**config.mk**
```make
export PLATFORM = sky130hd
export DESIGN_NAME = ipi_unit
export DESIGN_NICKNAME = d
export VERILOG_FILES = /design/src/rtl/ipi_pkg.sv /design/src/rtl/ipi_decode.sv /design/src/rtl/ipi_slice.sv /design/src/rtl/ipi_evt_mux.sv /design/src/rtl/ipi_unit.sv
export SDC_FILE = /design/constraint.sdc
export NUM_CORES = 1
export LEC_CHECK = 0
export BUFFER_PORTS_ARGS = -buffer_cell sky130_fd_sc_hd__buf_2
export CELL_PAD_IN_SITES_DETAIL_PLACEMENT = 1
export CELL_PAD_IN_SITES_GLOBAL_PLACEMENT = 1
export CORE_UTILIZATION = 29
export DETAILED_ROUTE_END_ITERATION = 10
export MAX_ROUTING_LAYER = met4
export PLACE_DENSITY = 0.88
export SYNTH_ARGS = -nofsm -noshare
export SYNTH_HDL_FRONTEND = slang
export SYNTH_SLANG_ARGS = --single-unit
```
**constraint.sdc**
```tcl
create_clock -name clk -period 1.65 [get_ports clk]
set_clock_uncertainty 0.05 [all_clocks]
set_input_delay 0.33 -clock clk [delete_from_list [all_inputs] [get_ports clk]]
set_output_delay 0.33 -clock clk [all_outputs]
set_load 0.03 [all_outputs]
```
**src/rtl/ipi_pkg.sv**
```systemverilog
package ipi_pkg;

  localparam int DW = 32;

  localparam logic [15:0] OFS_SEND = 16'h2008;
  localparam logic [15:0] OFS_ACK  = 16'h200C;
  localparam logic [15:0] OFS_MSET = 16'h2024;
  localparam logic [15:0] OFS_MCLR = 16'h2028;

  localparam int OTHER_BIT = 0;
  localparam int SELF_BIT  = 31;

  localparam logic [7:0]  EVT_KIND_IPI = 8'd4;
  localparam logic [15:0] CODE_OTHER   = 16'd1;
  localparam logic [15:0] CODE_SELF    = 16'd2;

  // per-CPU update controls produced by the decoder
  typedef struct packed {
    logic pend_set_o;
    logic pend_set_s;
    logic pend_clr_o;
    logic pend_clr_s;
    logic mask_set_o;
    logic mask_set_s;
    logic mask_clr_o;
    logic mask_clr_s;
  } ipi_ctl_t;

endpackage

```
**src/rtl/ipi_decode.sv**
```systemverilog
module ipi_decode
  import ipi_pkg::*;
#(
  parameter int NUM_CPU = 4,
  parameter int CPU_W   = 2,
  parameter int AW      = 16
) (
  input  logic               wr_en,
  input  logic [AW-1:0]      addr,
  input  logic [DW-1:0]      wdata,
  input  logic [CPU_W-1:0]   wcpu,
  input  logic               rd_en,
  input  logic [CPU_W-1:0]   rcpu,
  input  logic [NUM_CPU-1:0] dlv_other,
  input  logic [NUM_CPU-1:0] dlv_self,
  output ipi_ctl_t           ctl [NUM_CPU]
);

  logic hit_send;
  logic hit_ack;
  logic hit_mset;
  logic hit_mclr;

  always_comb begin
    hit_send = wr_en && (addr == AW'(OFS_SEND));
    hit_ack  = wr_en && (addr == AW'(OFS_ACK));
    hit_mset = wr_en && (addr == AW'(OFS_MSET));
    hit_mclr = wr_en && (addr == AW'(OFS_MCLR));
  end

  for (genvar c = 0; c < NUM_CPU; c++) begin : g_cpu
    logic own_w;
    logic own_r;
    logic rd_takes_o;
    logic rd_takes_s;

    assign own_w      = (wcpu == CPU_W'(c));
    assign own_r      = rd_en && (rcpu == CPU_W'(c));
    // a consuming read masks the kind it reports; other has priority
    assign rd_takes_o = own_r && dlv_other[c];
    assign rd_takes_s = own_r && !dlv_other[c] && dlv_self[c];

    always_comb begin
      ctl[c].pend_set_o = hit_send && wdata[c];
      ctl[c].pend_set_s = hit_send && own_w && wdata[SELF_BIT];
      ctl[c].pend_clr_o = hit_ack  && own_w && wdata[OTHER_BIT];
      ctl[c].pend_clr_s = hit_ack  && own_w && wdata[SELF_BIT];
      ctl[c].mask_set_o = (hit_mset && own_w && wdata[OTHER_BIT]) || rd_takes_o;
      ctl[c].mask_set_s = (hit_mset && own_w && wdata[SELF_BIT])  || rd_takes_s;
      ctl[c].mask_clr_o = hit_mclr && own_w && wdata[OTHER_BIT];
      ctl[c].mask_clr_s = hit_mclr && own_w && wdata[SELF_BIT];
    end
  end

endmodule

```
**src/rtl/ipi_slice.sv**
```systemverilog
module ipi_slice
  import ipi_pkg::*;
(
  input  logic     clk,
  input  logic     rst_n,
  input  ipi_ctl_t ctl,
  output logic     dlv_other,
  output logic     dlv_self,
  output logic     irq
);

  logic pend_o_q, pend_s_q, mask_o_q, mask_s_q;
  logic pend_o_d, pend_s_d, mask_o_d, mask_s_d;
  logic upd_en;

  // next state: set terms dominate clear terms
  always_comb begin
    upd_en   = |ctl;
    pend_o_d = (pend_o_q & ~ctl.pend_clr_o) | ctl.pend_set_o;
    pend_s_d = (pend_s_q & ~ctl.pend_clr_s) | ctl.pend_set_s;
    mask_o_d = (mask_o_q & ~ctl.mask_clr_o) | ctl.mask_set_o;
    mask_s_d = (mask_s_q & ~ctl.mask_clr_s) | ctl.mask_set_s;
  end

  always_ff @(posedge clk or negedge rst_n) begin
    if (!rst_n) begin
      pend_o_q <= 1'b0;
      pend_s_q <= 1'b0;
      mask_o_q <= 1'b1;
      mask_s_q <= 1'b1;
    end else if (upd_en) begin
      pend_o_q <= pend_o_d;
      pend_s_q <= pend_s_d;
      mask_o_q <= mask_o_d;
      mask_s_q <= mask_s_d;
    end
  end

  assign dlv_other = pend_o_q & ~mask_o_q;
  assign dlv_self  = pend_s_q & ~mask_s_q;
  assign irq       = dlv_other | dlv_self;

endmodule

```
**src/rtl/ipi_evt_mux.sv**
```systemverilog
module ipi_evt_mux
  import ipi_pkg::*;
#(
  parameter int NUM_CPU = 4,
  parameter int CPU_W   = 2
) (
  input  logic [NUM_CPU-1:0] dlv_other,
  input  logic [NUM_CPU-1:0] dlv_self,
  input  logic [CPU_W-1:0]   sel,
  output logic [DW-1:0]      word
);

  logic sel_ok;
  logic sel_o;
  logic sel_s;

  always_comb begin
    sel_ok = ({1'b0, sel} < (CPU_W+1)'(NUM_CPU));
    sel_o  = 1'b0;
    sel_s  = 1'b0;
    for (int i = 0; i < NUM_CPU; i++) begin
      if (sel_ok && (sel == CPU_W'(i))) begin
        sel_o = dlv_other[i];
        sel_s = dlv_self[i];
      end
    end
    word = '0;
    if (sel_o) begin
      word = {8'h00, EVT_KIND_IPI, CODE_OTHER};
    end else if (sel_s) begin
      word = {8'h00, EVT_KIND_IPI, CODE_SELF};
    end
  end

endmodule

```
**src/rtl/ipi_unit.sv**
```systemverilog
module ipi_unit
  import ipi_pkg::*;
#(
  parameter int NUM_CPU = 4,
  parameter int AW      = 16,
  localparam int CPU_W  = (NUM_CPU > 1) ? $clog2(NUM_CPU) : 1
) (
  input  logic               clk,
  input  logic               rst_n,
  input  logic               reg_wr_en,
  input  logic [AW-1:0]      reg_addr,
  input  logic [31:0]        reg_wdata,
  input  logic [CPU_W-1:0]   reg_cpu,
  input  logic               evt_rd_en,
  input  logic [CPU_W-1:0]   evt_cpu,
  output logic [31:0]        evt_word,
  output logic [NUM_CPU-1:0] ipi_irq
);

  ipi_ctl_t           ctl [NUM_CPU];
  logic [NUM_CPU-1:0] dlv_other;
  logic [NUM_CPU-1:0] dlv_self;

  ipi_decode #(
    .NUM_CPU (NUM_CPU),
    .CPU_W   (CPU_W),
    .AW      (AW)
  ) i_decode (
    .wr_en     (reg_wr_en),
    .addr      (reg_addr),
    .wdata     (reg_wdata),
    .wcpu      (reg_cpu),
    .rd_en     (evt_rd_en),
    .rcpu      (evt_cpu),
    .dlv_other (dlv_other),
    .dlv_self  (dlv_self),
    .ctl       (ctl)
  );

  for (genvar c = 0; c < NUM_CPU; c++) begin : g_slice
    ipi_slice i_slice (
      .clk       (clk),
      .rst_n     (rst_n),
      .ctl       (ctl[c]),
      .dlv_other (dlv_other[c]),
      .dlv_self  (dlv_self[c]),
      .irq       (ipi_irq[c])
    );
  end

  ipi_evt_mux #(
    .NUM_CPU (NUM_CPU),
    .CPU_W   (CPU_W)
  ) i_evt_mux (
    .dlv_other (dlv_other),
    .dlv_self  (dlv_self),
    .sel       (evt_cpu),
    .word      (evt_word)
  );

endmodule

```
Word level (Yosys, flattened, before mapping)
Cells that the tools add are included.
{"block": "totals", "register_bits": 16, "input_bits": 56, "out_inout_bits": 36, "word_cells": 190}
{"block": "op_classes", "n_eq_ne": 10, "muxes": 10, "bitwise": 68, "reduce_logical": 86}
{"cell": "$logic_and A1 B1 Y1", "count": 68}
{"cell": "$eq A16 B14 Y1 const B", "count": 4}
{"cell": "$mux W32", "count": 1}
{"cell": "$reduce_or A8 Y1", "count": 4}
{"cell": "$and A1 B1 Y1", "count": 24}
{"cell": "$not A1 Y1", "count": 24}
{"cell": "$or A1 B1 Y1", "count": 20}
{"cell": "$mux W19", "count": 1}
{"cell": "$eq A2 B2 Y1 const B", "count": 4}
{"cell": "$logic_or A1 B1 Y1", "count": 8}
{"cell": "$mux W1", "count": 8}
{"cell": "$eq A2 B1 Y1 const B", "count": 2}
{"cell": "$logic_not A1 Y1", "count": 4}
{"cell": "$logic_not A2 Y1", "count": 2}

Longest topological paths before layout
{"block": "depth", "word_depth": 8, "depth_mapped": 5, "ltp_nobuf": 4}

Hierarchy
From an unflattened synthesis, not the netlist that was laid out.
{"block": "hier_totals", "cells_unflattened": 196, "hier_area_um2": 1674.1}
{"mod": "ipi_slice", "n_inst": 4, "cells_each": 15, "area_each_um2": 181.4, "seq_area_each_um2": 102.6}
{"mod": "ipi_decode", "n_inst": 1, "cells_each": 101, "area_each_um2": 655.6, "seq_area_each_um2": 0.0}
{"mod": "ipi_evt_mux", "n_inst": 1, "cells_each": 35, "area_each_um2": 292.8, "seq_area_each_um2": 0.0}

Worst setup path before layout
No wires, ideal clock.
{"block": "synth_path", "path_kind": "input to output", "start": "input port evt_cpu[1]", "end": "output port evt_word[1]", "arrival_time_ps": 1410, "required_ps": 1270, "slack_ps": -140, "stages": 3, "path_buffers": 0, "cell_sequence": "inv_1 -> mux4_2 -> nor2_1"}
{"block": "synth_between", "elab_chain_len": 7, "elab_cells_between_ends": 14, "classes_between": "3 x eq/ne; 10 x mux; 1 x reduce/logical"}
{"item": "from (decl)", "line": "ipi_unit.sv:15", "rtl": "input logic [CPU_W-1:0] evt_cpu,"}
{"item": "$logic_not A2 Y1", "line": "ipi_evt_mux.sv:22", "rtl": "if (sel_ok && (sel == CPU_W'(i))) begin"}
{"item": "$mux W1 (4 in series)", "line": "ipi_evt_mux.sv:22"}
{"item": "$mux W19", "line": "ipi_evt_mux.sv:30", "rtl": "end else if (sel_s) begin"}
{"item": "$mux W32 *", "line": "ipi_evt_mux.sv:28", "rtl": "if (sel_o) begin"}
{"item": "to (decl)", "line": "ipi_unit.sv:16", "rtl": "output logic [31:0] evt_word,"}
Mark *: on every way between the ends. The rest lies on a longest branch, timed or not.

Worst setup path after layout
{"block": "layout_path", "start": "register g_slice[1].i_slice.mask_s_q", "end": "output port evt_word[1]"}
{"block": "layout_between", "elab_chain_len": 7}
{"item": "from (decl)", "line": "ipi_slice.sv:12", "rtl": "logic pend_o_q, pend_s_q, mask_o_q, mask_s_q;"}
{"item": "from (signal assigned)", "line": "ipi_slice.sv:35", "rtl": "mask_s_q <= mask_s_d;"}
{"item": "$not A1 Y1", "line": "ipi_slice.sv:40", "rtl": "assign dlv_self = pend_s_q & ~mask_s_q;"}
{"item": "$and A1 B1 Y1", "line": "ipi_slice.sv:40"}
{"item": "$mux W1 (3 in series)", "line": "ipi_evt_mux.sv:22"}
{"item": "$mux W19", "line": "ipi_evt_mux.sv:30"}
{"item": "$mux W32", "line": "ipi_evt_mux.sv:28"}
No other way between the ends.

==> key figures <==
Status
  – Outcome: complete, but fails checks
  – Violated checks: DRC, setup timing

Pwr
  – Overall Power: 934 uW
  – Power per cell area: 486 nW/um2
  – Static leakage: 0.000889 uW
  – Max IR drop VDD: 0.223 mV

Synth
  – Sequential area share after synthesis: 29.4%
  – Largest cells by area after synthesis: buf_4, dfstp_2, dfrtp_1, o31ai_1, a31oi_1
  – Yosys warns: 0
  – Post-synthesis cell type count: 43
  – Avg Synthesized Cell Area: 8.94 um2
  – Synthesized cell area: 1400 um2
  – Post-synth EDFFs: 0
  – Seq cells post-synth: 16
  – Top_reg_cell synth: dfstp_2
  – Count leader, synth: buf_4
  – Post-Synthesis Cells: 156
  – Commonest cells in the netlist: buf_4, o31ai_1, a31oi_1
  – Async S/R FF share, synth: 100%
  – Area leader, netlist: buf_4
  – Post-synth top area share: 18.3%

Routing
  – Vias: 1343
  – DR pass1 iterations: 7
  – DRT antenna net count: 0
  – DRC Markers: 1
  – Wirelength per Cell: 15.8 um
  – DR iter-0 viols: 33
  – Number of vias per cell: 5.01
  – Final wirelength: 4.25 mm

Cells and area
  – Number of filler cells placed in the layout: 528
  – Antenna cell count: 0
  – Final net count: 273
  – Syn-to-layout area delta: 37.8%
  – Share of cells above drive strength 1: 47.2%

Floorplan
  – Core region area: 4470 um2
  – DIE WIDTH: 71.4 um
  – Die ar.: 5090 um2
  – # rows: 24
  – IO Pins: 92
  – Initial Util: 31.2%
  – Die Span Y: 71.4 um

GRT
  – Total gr overflow: 0
  – First-pass GRT wire length: 6.76 mm
  – Initial antenna violation count: 0
  – Met3 GRT Util: 1.69%
  – GRT Util Overall: 17.8%
  – Met2 usage in global routing: 33.1%
  – Largest net degree at the start of global routing: 17
  – Vias in the first global route: 1439
  – Met1 usage: 19.5%
  – GRT busiest layer: met2

Min path
  – Min-delay src: reg_wdata[3]
  – Hold/Removal Path Class: primary input to flop
  – WHS Endpoint: g_slice[3].i_slice.pend_o_q
  – Worst Hold Depth: 3

Setup path
  – Worst r2r dst: g_slice[2].i_slice.mask_s_q
  – WP data required: 1.27 ns
  – R2r setup slk: 0.22 ns
  – Worst Setup Start Kind: flop
  – CP Max Fanout: 2
  – CP Capture Type: output pin
  – Reg-to-Reg Start: g_slice[2].i_slice.mask_o_q
  – R2R cell count: 4
  – Critical path arrival: 1.56 ns
  – Critical path type: flop to output pin

STA
  – Worst setup margin: -0.293 ns
  – Peak Freq: 0.515 GHz
  – Final Max Slew Viols: 0
  – Setup TNS after final layout: -0.763 ns
  – RSZ-0062 raised after global routing: true
  – Final hold viol count: 0
  – Final setup vio count: 4
  – Hold Slack: 0.301 ns
  – Minimum clock period: 1.94 ns
  – Period Utilization, post-route: 118%

CTS
  – Clock slew at reported path FFs: 0.07 ns
  – Clock root buffer: clkbuf_8
  – Sink Count: 16
  – Num CTS Buffers: 3
  – CTS tree: built
  – Worst skew pair latency: 0.25 ns
  – Clk buf depth: 2
  – H-tree Lvls: 1

Placement
  – Dpl hpwl: 3.32 mm
  – IO Port Bufs: 35
  – Gp weighted congestion: 0.871

Run
  – Max_cap viols: 0
## where the power goes
group | internal, uW | leakage [uW] | switching [uW]
clock | 172 | 0.0000228 | 147
combinational | 59.2 | 0.000677 | 163
sequential | 393 | 0.000189 | 0.0842
## layout make-up
cell class | instances | area (um2) | area share, %
multi-input combinational | 129 | 948 | 49.3
clock buffer | 4 | 45.0 | 2.34
timing repair buffer | 64 | 443 | 23.0
inverter | 3 | 11.3 | 0.586
tap | 52 | 65.1 | 3.38
sequential | 16 | 410 | 21.3
## sequential cells by signal, indices dropped and copies added, names as in the netlist
register and cells:
g_slice.i_slice.pend_s_q 4, g_slice.i_slice.pend_o_q 4, g_slice.i_slice.mask_o_q 4, g_slice.i_slice.mask_s_q 4
## timing repair
action | CTS | global route
pin swaps | 0 | 8
endpoints found under the setup margin | 8 | 15
resized for setup | 18 | 17
hold buffers | 1 | 0
hold endpoints to repair | 8 | 0
buffers inserted | 1 | 2
## layout by cell type, fill, tap and decap left out, drive strengths merged, types with 2 or more instances in the layout
cell / count
o211ai: 4
nand2: 10
dfstp: 8
conb: 29
nand3b: 4
clkbuf: 4
a21o: 2
nand2b: 10
mux2i: 2
dfrtp: 8
nand4: 3
a21oi: 5
nor3b: 2
o41ai: 2
nor2: 7
nor4: 2
o31ai: 12
and3: 2
or4bb: 2
nor3: 2
or4b: 3
a31oi: 11
buf: 63
inv: 3
## worst max-delay path, stage by stage (launching register included)
cell      delay [ns]
dfstp_2         0.37
nand2b_4        0.13
mux4_2          0.53
nor2_2          0.14
buf_6           0.13
## how the worst max path moves through the flow
stage	start	endpoint	slack, ns
final	g_slice[1].i_slice.mask_s_q	evt_word[1]	-0.29
after global routing	g_slice[1].i_slice.mask_s_q	evt_word[1]	-0.31
after CTS	g_slice[0].i_slice.mask_o_q	evt_word[18]	-0.28
after detailed placement	reg_addr[14]	g_slice[3].i_slice.mask_o_q	-0.30
after global placement	reg_addr[14]	g_slice[3].i_slice.mask_o_q	-0.24
after floorplan	reg_addr[14]	g_slice[0].i_slice.pend_o_q	-0.08
## metrics by stage
step / util, % / cells / setup WS [ns] / area, um2
after floorplan: - / 184 / -0.0822 / 1520
after global placement: 38.1 / 263 / -0.238 / 1710
after detailed placement: 38.1 / 263 / -0.301 / 1710
after CTS: 41.7 / 269 / -0.279 / 1870
after global routing: 43.0 / 268 / -0.315 / 1920
final: 43.0 / 268 / -0.293 / 1920
## per-layer routing
layer,up-vias,share of wire (%)
met5,-,0
met4,0,1.3
met3,5,3.4
met1,651,41
li1,640,-
met2,47,54
## cell families (layout without fill, tap and decap cells)
| kind of cell | after synthesis | in the layout | share of synthesized area (%) |
|---|---|---|---|
| buffers and inverters | 39 | 71 | 19.6 |
| and+or+nand+nor | 57 | 57 | 27.4 |
| DFF | 16 | 16 | 29.4 |
| AOI/OAI and AO/OA | 39 | 39 | 19.4 |
| muxes | 4 | 4 | 3.86 |
| other | 1 | 29 | 0.269 |
No activity file was read; power rests on OpenSTA's default activity.
